===== config.mk =====
export PLATFORM = sky130hd
export DESIGN_NAME = shq_ctrl
export DESIGN_NICKNAME = d
export VERILOG_FILES = /design/src/rtl/shq_pkg.sv /design/src/rtl/shq_rr_arb.sv /design/src/rtl/shq_link_lists.sv /design/src/rtl/shq_ctrl.sv
export SDC_FILE = /design/constraint.sdc
export NUM_CORES = 1
export LEC_CHECK = 0
export ABC_CLOCK_PERIOD_IN_PS = 4100
export BUFFER_PORTS_ARGS = -buffer_cell sky130_fd_sc_hd__buf_2
export CAP_MARGIN = 30
export CORE_AREA = 3 3 94 186
export DETAILED_ROUTE_END_ITERATION = 16
export DIE_AREA = 0 0 97 189
export PLACE_DENSITY = 0.69
export SYNTH_ARGS = -nofsm -noshare
export SYNTH_HDL_FRONTEND = slang
export SYNTH_HIERARCHICAL = 1
export SYNTH_SLANG_ARGS = --single-unit

===== constraint.sdc =====
create_clock -name clk -period 4.1 [get_ports clk]
set_input_delay 0.41 -clock clk [delete_from_list [all_inputs] [get_ports clk]]
set_output_delay 0.41 -clock clk [all_outputs]
set_load 0.05 [all_outputs]

===== src/rtl/shq_pkg.sv =====
package shq_pkg;

    typedef enum logic [1:0] {
        XK_IDLE   = 2'd0,
        XK_STORE  = 2'd1,
        XK_FETCH  = 2'd2,
        XK_BYPASS = 2'd3
    } xfer_kind_e;

    // Next port index after cur, wrapping at n.
    function automatic int wrap_next(input int cur, input int n);
        return (cur + 1 >= n) ? 0 : cur + 1;
    endfunction

endpackage


===== src/rtl/shq_rr_arb.sv =====
module shq_rr_arb #(
    parameter int N = 4,
    localparam int PW = $clog2(N)
) (
    input  logic [N-1:0]  req,
    input  logic [PW-1:0] ptr,
    output logic          hit,
    output logic [PW-1:0] sel
);
    always_comb begin
        int k;
        hit = 1'b0;
        sel = '0;
        // Descending scan: the smallest offset from ptr wins last.
        for (int i = N - 1; i >= 0; i--) begin
            k = int'(ptr) + i;
            if (k >= N) k = k - N;
            if (req[k]) begin
                hit = 1'b1;
                sel = PW'(k);
            end
        end
    end
endmodule


===== src/rtl/shq_link_lists.sv =====
module shq_link_lists #(
    parameter int NPORT = 4,
    parameter int NBLK  = 16,
    localparam int PW = $clog2(NPORT),
    localparam int BW = $clog2(NBLK),
    localparam int CW = BW + 1
) (
    input  logic                       clk,
    input  logic                       rst,
    input  logic                       alloc_en,
    input  logic [PW-1:0]              alloc_port,
    input  logic                       rel_en,
    input  logic [PW-1:0]              rel_port,
    output logic [BW-1:0]              free_top,
    output logic [CW-1:0]              free_cnt,
    output logic [NPORT-1:0]           q_busy,
    output logic [NPORT-1:0][BW-1:0]   q_front
);
    logic [BW-1:0]             nxt [NBLK];
    logic [BW-1:0]             ftl;
    logic [NPORT-1:0][BW-1:0]  qtl;
    logic [NPORT-1:0][CW-1:0]  qcnt;
    logic [BW-1:0]             rel_blk;

    assign rel_blk = q_front[rel_port];

    always_ff @(posedge clk) begin
        if (rst) begin
            for (int i = 0; i < NBLK; i++) nxt[i] <= BW'(i + 1);
            free_top <= '0;
            ftl      <= BW'(NBLK - 1);
            free_cnt <= CW'(NBLK);
            q_front  <= '0;
            qtl      <= '0;
            qcnt     <= '0;
        end else if (alloc_en) begin
            free_top <= nxt[free_top];
            free_cnt <= free_cnt - 1'b1;
            if (qcnt[alloc_port] == '0) q_front[alloc_port] <= free_top;
            else                        nxt[qtl[alloc_port]] <= free_top;
            qtl[alloc_port]  <= free_top;
            qcnt[alloc_port] <= qcnt[alloc_port] + 1'b1;
        end else if (rel_en) begin
            q_front[rel_port] <= nxt[rel_blk];
            qcnt[rel_port]    <= qcnt[rel_port] - 1'b1;
            if (free_cnt == '0) free_top <= rel_blk;
            else                nxt[ftl] <= rel_blk;
            ftl      <= rel_blk;
            free_cnt <= free_cnt + 1'b1;
        end
    end

    for (genvar g = 0; g < NPORT; g++) begin : g_busy
        assign q_busy[g] = (qcnt[g] != '0);
    end
endmodule


===== src/rtl/shq_ctrl.sv =====
module shq_ctrl
    import shq_pkg::*;
#(
    parameter int NPORT = 4,
    parameter int NBLK  = 16,
    localparam int PW = $clog2(NPORT),
    localparam int BW = $clog2(NBLK),
    localparam int CW = BW + 1
) (
    input  logic             clk,
    input  logic             rst,
    input  logic [NPORT-1:0] wr_req,
    input  logic [NPORT-1:0] rd_req,
    input  logic [NPORT-1:0] tail_busy,
    output logic [1:0]       xfer_kind,
    output logic [PW-1:0]    xfer_port,
    output logic [BW-1:0]    xfer_blk,
    output logic             full
);
    logic [PW-1:0] wptr, rptr, w_sel, r_sel, np;
    logic          w_hit, r_hit, w_step, r_step;
    logic          alloc_en, rel_en, set_full, clr_full;
    logic [BW-1:0] free_top, nb;
    logic [CW-1:0] free_cnt;
    logic [NPORT-1:0]         q_busy;
    logic [NPORT-1:0][BW-1:0] q_front;
    xfer_kind_e    nk;

    shq_rr_arb #(.N(NPORT)) u_warb (.req(wr_req), .ptr(wptr), .hit(w_hit), .sel(w_sel));
    shq_rr_arb #(.N(NPORT)) u_rarb (.req(rd_req), .ptr(rptr), .hit(r_hit), .sel(r_sel));

    shq_link_lists #(.NPORT(NPORT), .NBLK(NBLK)) u_lists (
        .clk(clk), .rst(rst),
        .alloc_en(alloc_en), .alloc_port(w_sel),
        .rel_en(rel_en), .rel_port(r_sel),
        .free_top(free_top), .free_cnt(free_cnt),
        .q_busy(q_busy), .q_front(q_front)
    );

    always_comb begin
        alloc_en = 1'b0; rel_en = 1'b0;
        set_full = 1'b0; clr_full = 1'b0;
        w_step = 1'b0; r_step = 1'b0;
        nk = XK_IDLE; np = '0; nb = '0;
        if (w_hit && !full) begin
            w_step = 1'b1;
            if (free_cnt == '0) begin
                set_full = 1'b1;
            end else begin
                alloc_en = 1'b1;
                nk = XK_STORE; np = w_sel; nb = free_top;
            end
        end else if (r_hit) begin
            r_step = 1'b1;
            if (q_busy[r_sel]) begin
                rel_en = 1'b1; clr_full = 1'b1;
                nk = XK_FETCH; np = r_sel; nb = q_front[r_sel];
            end else if (tail_busy[r_sel]) begin
                nk = XK_BYPASS; np = r_sel;
            end
        end
    end

    always_ff @(posedge clk) begin
        if (rst) begin
            wptr <= '0; rptr <= '0; full <= 1'b0;
            xfer_kind <= XK_IDLE; xfer_port <= '0; xfer_blk <= '0;
        end else begin
            if (w_step) wptr <= PW'(wrap_next(int'(w_sel), NPORT));
            if (r_step) rptr <= PW'(wrap_next(int'(r_sel), NPORT));
            if (set_full)      full <= 1'b1;
            else if (clr_full) full <= 1'b0;
            xfer_kind <= nk;
            xfer_port <= np;
            xfer_blk  <= nb;
        end
    end
endmodule


==> run_results.csv <==
group,metric,value,unit
status,outcome,"complete, no violations",
worst_setup_path,worstReg2RegEnd,"u_lists/nxt[14][0]",
die,die_width,97,um
timing,setup_skew_after_layout,8.90,ps
worst_setup_path,timing.critical_path.fanout_max,15,
placement,numPortBuffers,22,
power,ir_drop,0.397,mV
placement,dp_cells,1000,
finish,layout_commonest_cell,"sky130_fd_sc_hd__nor2_1",
finish,stdcell_area,0.00915,mm^2
worst_setup_path,timing.critical_path.max_delay_family,"simple AND/OR/NAND/NOR gates",
grt,grt_pass1_wl,37.8,mm
logic_synthesis,postSynthRegisterBits,146,
finish,instances_no_fill,1032,
min_path,hold_path_end,"u_lists/qtl[9]",
worst_setup_path,startpoint_type,"flip-flop",
finish,final_cell_mix,"104 x sky130_fd_sc_hd__nor2_1, 88 x sky130_fd_sc_hd__nand2_1, 82 x sky130_fd_sc_hd__dfxtp_1",
finish,num-fill-cells,1368,
grt,grt_antenna_before_repair,0,
timing,post-route-worst-setup-slack,393,ps
cts,clock_tree_from_tritoncts,"yes",
logic_synthesis,synthesis.nets,818,
route,drc,0,
route,drt_pre_antenna_iters,6,
route,detailroute.via_count,6745,
worst_setup_path,timing.critical_path.arrival,3830,ps
cts,cts.path.max_buffers,2,
timing,final_setup_fails,0,
power,p_leak,3.12,nW
worst_setup_path,critical-path-slowest-cell,"sky130_fd_sc_hd__mux4_2",
timing,maxSlewViolCount,0,
finish,register_area,0.00356,mm^2
logic_synthesis,yosys.cell_types.count,68,
worst_setup_path,r2r-start,"rptr[1]",
grt,grt.total_usage,27.0,%
finish,layout.core_utilization,56.2,%
power,powerDensity,665,mW/mm^2
die,num_io_pins,23,
grt,gr-total-overflow,0,
cts,clock-sinks,146,
route,viasPerCell,6.54,
min_path,hold_class,"in2reg",
timing,max_slew_margin,32.7,%
timing,highest_clock_frequency_the_design_can_meet,270,MHz
finish,final_net_count,838,
grt,grt_pass1_vias,6802,
cts,clk_latency,430,ps
cts,clock_tree.htree_level_count,4,
timing,totalNegativeSetupSlack,0,ps
logic_synthesis,seq_area_frac_synth,43.5,%
min_path,hold_path_depth,2,
logic_synthesis,synth_edf_count,64,
logic_synthesis,avgSynthCellArea,10.3,um^2
route,antenna_violation_net_count_after_detailed_routing,0,
cts,post_cts_resized,0,
logic_synthesis,mappedNetlistArea,0.00818,mm^2
logic_synthesis,yosysWarnings,6,
logic_synthesis,ys_dominant_reg_cell,"sky130_fd_sc_hd__dfxtp_1",
worst_setup_path,critPathRequiredTime,4220,ps
die,start_util,50.3,%
route,post_drt_wl_per_cell,23.8,um
die,row_count,66,
cts,cts_hold_buf,0,
route,initialDrtViolationCount,519,
cts,clockRootBuffer,"sky130_fd_sc_hd__clkbuf_16",
min_path,holdCritStartpoint,"rst",
worst_setup_path,criticalPathCategory,"reg2reg",
die,die_height,189,um
worst_setup_path,timing.critical_path.buf_inv,1,
cts,cts_setup_buffers,0,
timing,final-hold-violation-count,0,
logic_synthesis,synth_cells,795,
worst_setup_path,worstRegToRegCells,12,
timing,timing_worst_slew_pin_value,1010,ps
grt,maximum_number_of_pins_on_one_net_before_global_route_repair,66,
die,dieArea,0.0183,mm^2
timing,timing.final.crit_share,90.4,%
placement,place_area,0.00855,mm^2
finish,final_layout_size_suffix_gt1_share,16.8,%
worst_setup_path,crit_chain,"nand2b_1, a21oi_1, a211oi_4, mux4_2, nand3_2, inv_2, nand2b_1, a211o_1, nor3b_1, o21ai_2, nor2b_1, or2_1",
finish,area_growth_from_synthesis_to_layout,11.8,%
die,design.core.area,0.0163,mm^2
cts,clkTransAtPathRegs,60,ps
worst_setup_path,regToRegSetupSlack,390,ps
route,postRouteWirelength,24.6,mm
flow_run,max_cap_violations,0,
worst_setup_path,worst_path_most_repeated_cell,"sky130_fd_sc_hd__nand2b_1",
timing,final.min_clock_period,3710,ps
placement,detailed_place_hpwl,18.3,mm
worst_setup_path,critical_path.endpoint_type,"flip-flop",
cts,tritoncts.num_buffers,17,
finish,num_antenna_cells,0,
logic_synthesis,proportion_of_synthesized_flip_flops_having_asynchronous_set_or_reset,0,%
placement,globalplace.congestion,1.05,
worst_setup_path,crit_path_max_incr_delay,590,ps
timing,rsz0062_at_grt,"no",
placement,place_worst_setup_slack,377,ps
finish,multi_input_area,0.00432,mm^2
[report_power, final]
group | internal [mW] | switching [mW]
clock network | 0.955 | 0.611
logic | 0.981 | 1.53
registers | 1.72 | 0.279
[state kept, by name (all words and copies together), names as in the netlist, 2 cells and up, named ones only]
signal	flops
xfer_blk	4
u_lists/nxt	64
xfer_port	2
u_lists/free_cnt	5
wptr	2
xfer_kind	2
u_lists/qtl	16
u_lists/free_top	4
rptr	2
u_lists/q_front	16
u_lists/qcnt	20
u_lists/ftl	4
[per-stage QoR]
stage,power [mW],hold WS [ps]
after global placement,4.39,440
after CTS,6.05,373
final,6.08,386
after detailed placement,4.48,444
after global routing,6.35,373
after floorplan,3.71,433
[cell families (layout without fill, tap and decap cells)]
| kind of cell | after synthesis | count (layout) | share of synthesized area, % |
|---|---|---|---|
| buffers and inverters | 68 | 101 | 3.79 |
| multiplexers | 91 | 91 | 18.0 |
| flip-flops | 146 | 146 | 43.5 |
| adder cells (fa/ha/maj) | 9 | 9 | 1.47 |
| XOR/XNOR | 9 | 9 | 0.963 |
| AND/OR/NAND/NOR | 307 | 307 | 17.4 |
| AO/OA/AOI/OAI | 165 | 165 | 14.8 |
[metal layers]
layer / vias up / track usage, % / share of wire (%)
li1: 2997 / - / -
met1: 3304 / 24.8 / 31
met4: 0 / 20.9 / 8.4
met3: 112 / 4.09 / 4.8
met5: - / 0 / 0
met2: 332 / 51.5 / 56
[how the worst max path moves through the flow]
stage	start	endpoint	slack [ps]	cells past startpoint
3_3_place_gp	rd_req[3]	u_lists/nxt[14][1]	440	12
3_5_place_dp	rd_req[3]	u_lists/nxt[6][3]	380	12
4_1_cts	rptr[1]	u_lists/nxt[14][0]	440	12
2_1_floorplan	rptr[1]	u_lists/nxt[14][0]	570	16
5_1_grt	rptr[1]	u_lists/nxt[6][3]	170	12
6_report	rptr[1]	u_lists/nxt[14][0]	390	12
[final cells by class]
type | instances | share of cell area (%)
multi-input combinational | 581 | 47.2
inverter | 18 | 0.739
clock buffer | 19 | 4.73
timing repair buffer | 51 | 3.80
sequential | 146 | 39.0
tap | 204 | 2.79
clock inverter | 13 | 1.76
[synth_stat cells, types with 2 or more instances]
cell type | instances | area share, %
sky130_fd_sc_hd__a21oi_1 | 44 | 2.7
sky130_fd_sc_hd__and2_1 | 4 | 0.31
sky130_fd_sc_hd__xnor2_1 | 6 | 0.64
sky130_fd_sc_hd__a2bb2oi_1 | 4 | 0.43
sky130_fd_sc_hd__xor2_1 | 3 | 0.32
sky130_fd_sc_hd__clkbuf_1 | 29 | 1.3
sky130_fd_sc_hd__a32o_1 | 5 | 0.61
sky130_fd_sc_hd__nand4_1 | 5 | 0.38
sky130_fd_sc_hd__nor2_2 | 2 | 0.15
sky130_fd_sc_hd__or3_1 | 2 | 0.15
sky130_fd_sc_hd__buf_4 | 2 | 0.18
sky130_fd_sc_hd__a222oi_1 | 5 | 0.61
sky130_fd_sc_hd__dfxtp_1 | 82 | 20
sky130_fd_sc_hd__nor3b_1 | 7 | 0.64
sky130_fd_sc_hd__a21boi_0 | 4 | 0.37
sky130_fd_sc_hd__nand2_1 | 88 | 4.0
sky130_fd_sc_hd__o21ai_2 | 2 | 0.21
sky130_fd_sc_hd__nand3_1 | 23 | 1.4
sky130_fd_sc_hd__nor4_1 | 2 | 0.15
sky130_fd_sc_hd__nor2b_1 | 13 | 0.99
sky130_fd_sc_hd__ha_1 | 8 | 1.2
sky130_fd_sc_hd__o21a_1 | 15 | 1.4
sky130_fd_sc_hd__o21ai_0 | 5 | 0.31
sky130_fd_sc_hd__buf_2 | 14 | 0.86
sky130_fd_sc_hd__a22oi_1 | 20 | 1.8
sky130_fd_sc_hd__inv_1 | 16 | 0.73
sky130_fd_sc_hd__mux2i_1 | 46 | 5.6
sky130_fd_sc_hd__a211oi_2 | 2 | 0.31
sky130_fd_sc_hd__a21o_1 | 2 | 0.18
sky130_fd_sc_hd__and2_4 | 2 | 0.21
sky130_fd_sc_hd__o21ai_1 | 2 | 0.12
sky130_fd_sc_hd__nor3_1 | 19 | 1.2
sky130_fd_sc_hd__a22o_1 | 8 | 0.86
sky130_fd_sc_hd__nor2_1 | 105 | 4.8
sky130_fd_sc_hd__o2bb2ai_1 | 16 | 1.7
sky130_fd_sc_hd__a211o_1 | 5 | 0.54
sky130_fd_sc_hd__or2_1 | 6 | 0.46
sky130_fd_sc_hd__a221oi_1 | 8 | 0.86
sky130_fd_sc_hd__buf_6 | 4 | 0.55
sky130_fd_sc_hd__edfxtp_1 | 64 | 23
sky130_fd_sc_hd__mux4_1 | 4 | 1.3
sky130_fd_sc_hd__nand2b_1 | 22 | 1.7
sky130_fd_sc_hd__o22ai_1 | 2 | 0.15
sky130_fd_sc_hd__a211oi_1 | 6 | 0.55
sky130_fd_sc_hd__mux4_2 | 39 | 11
No activity file was read; power rests on OpenSTA's default activity.
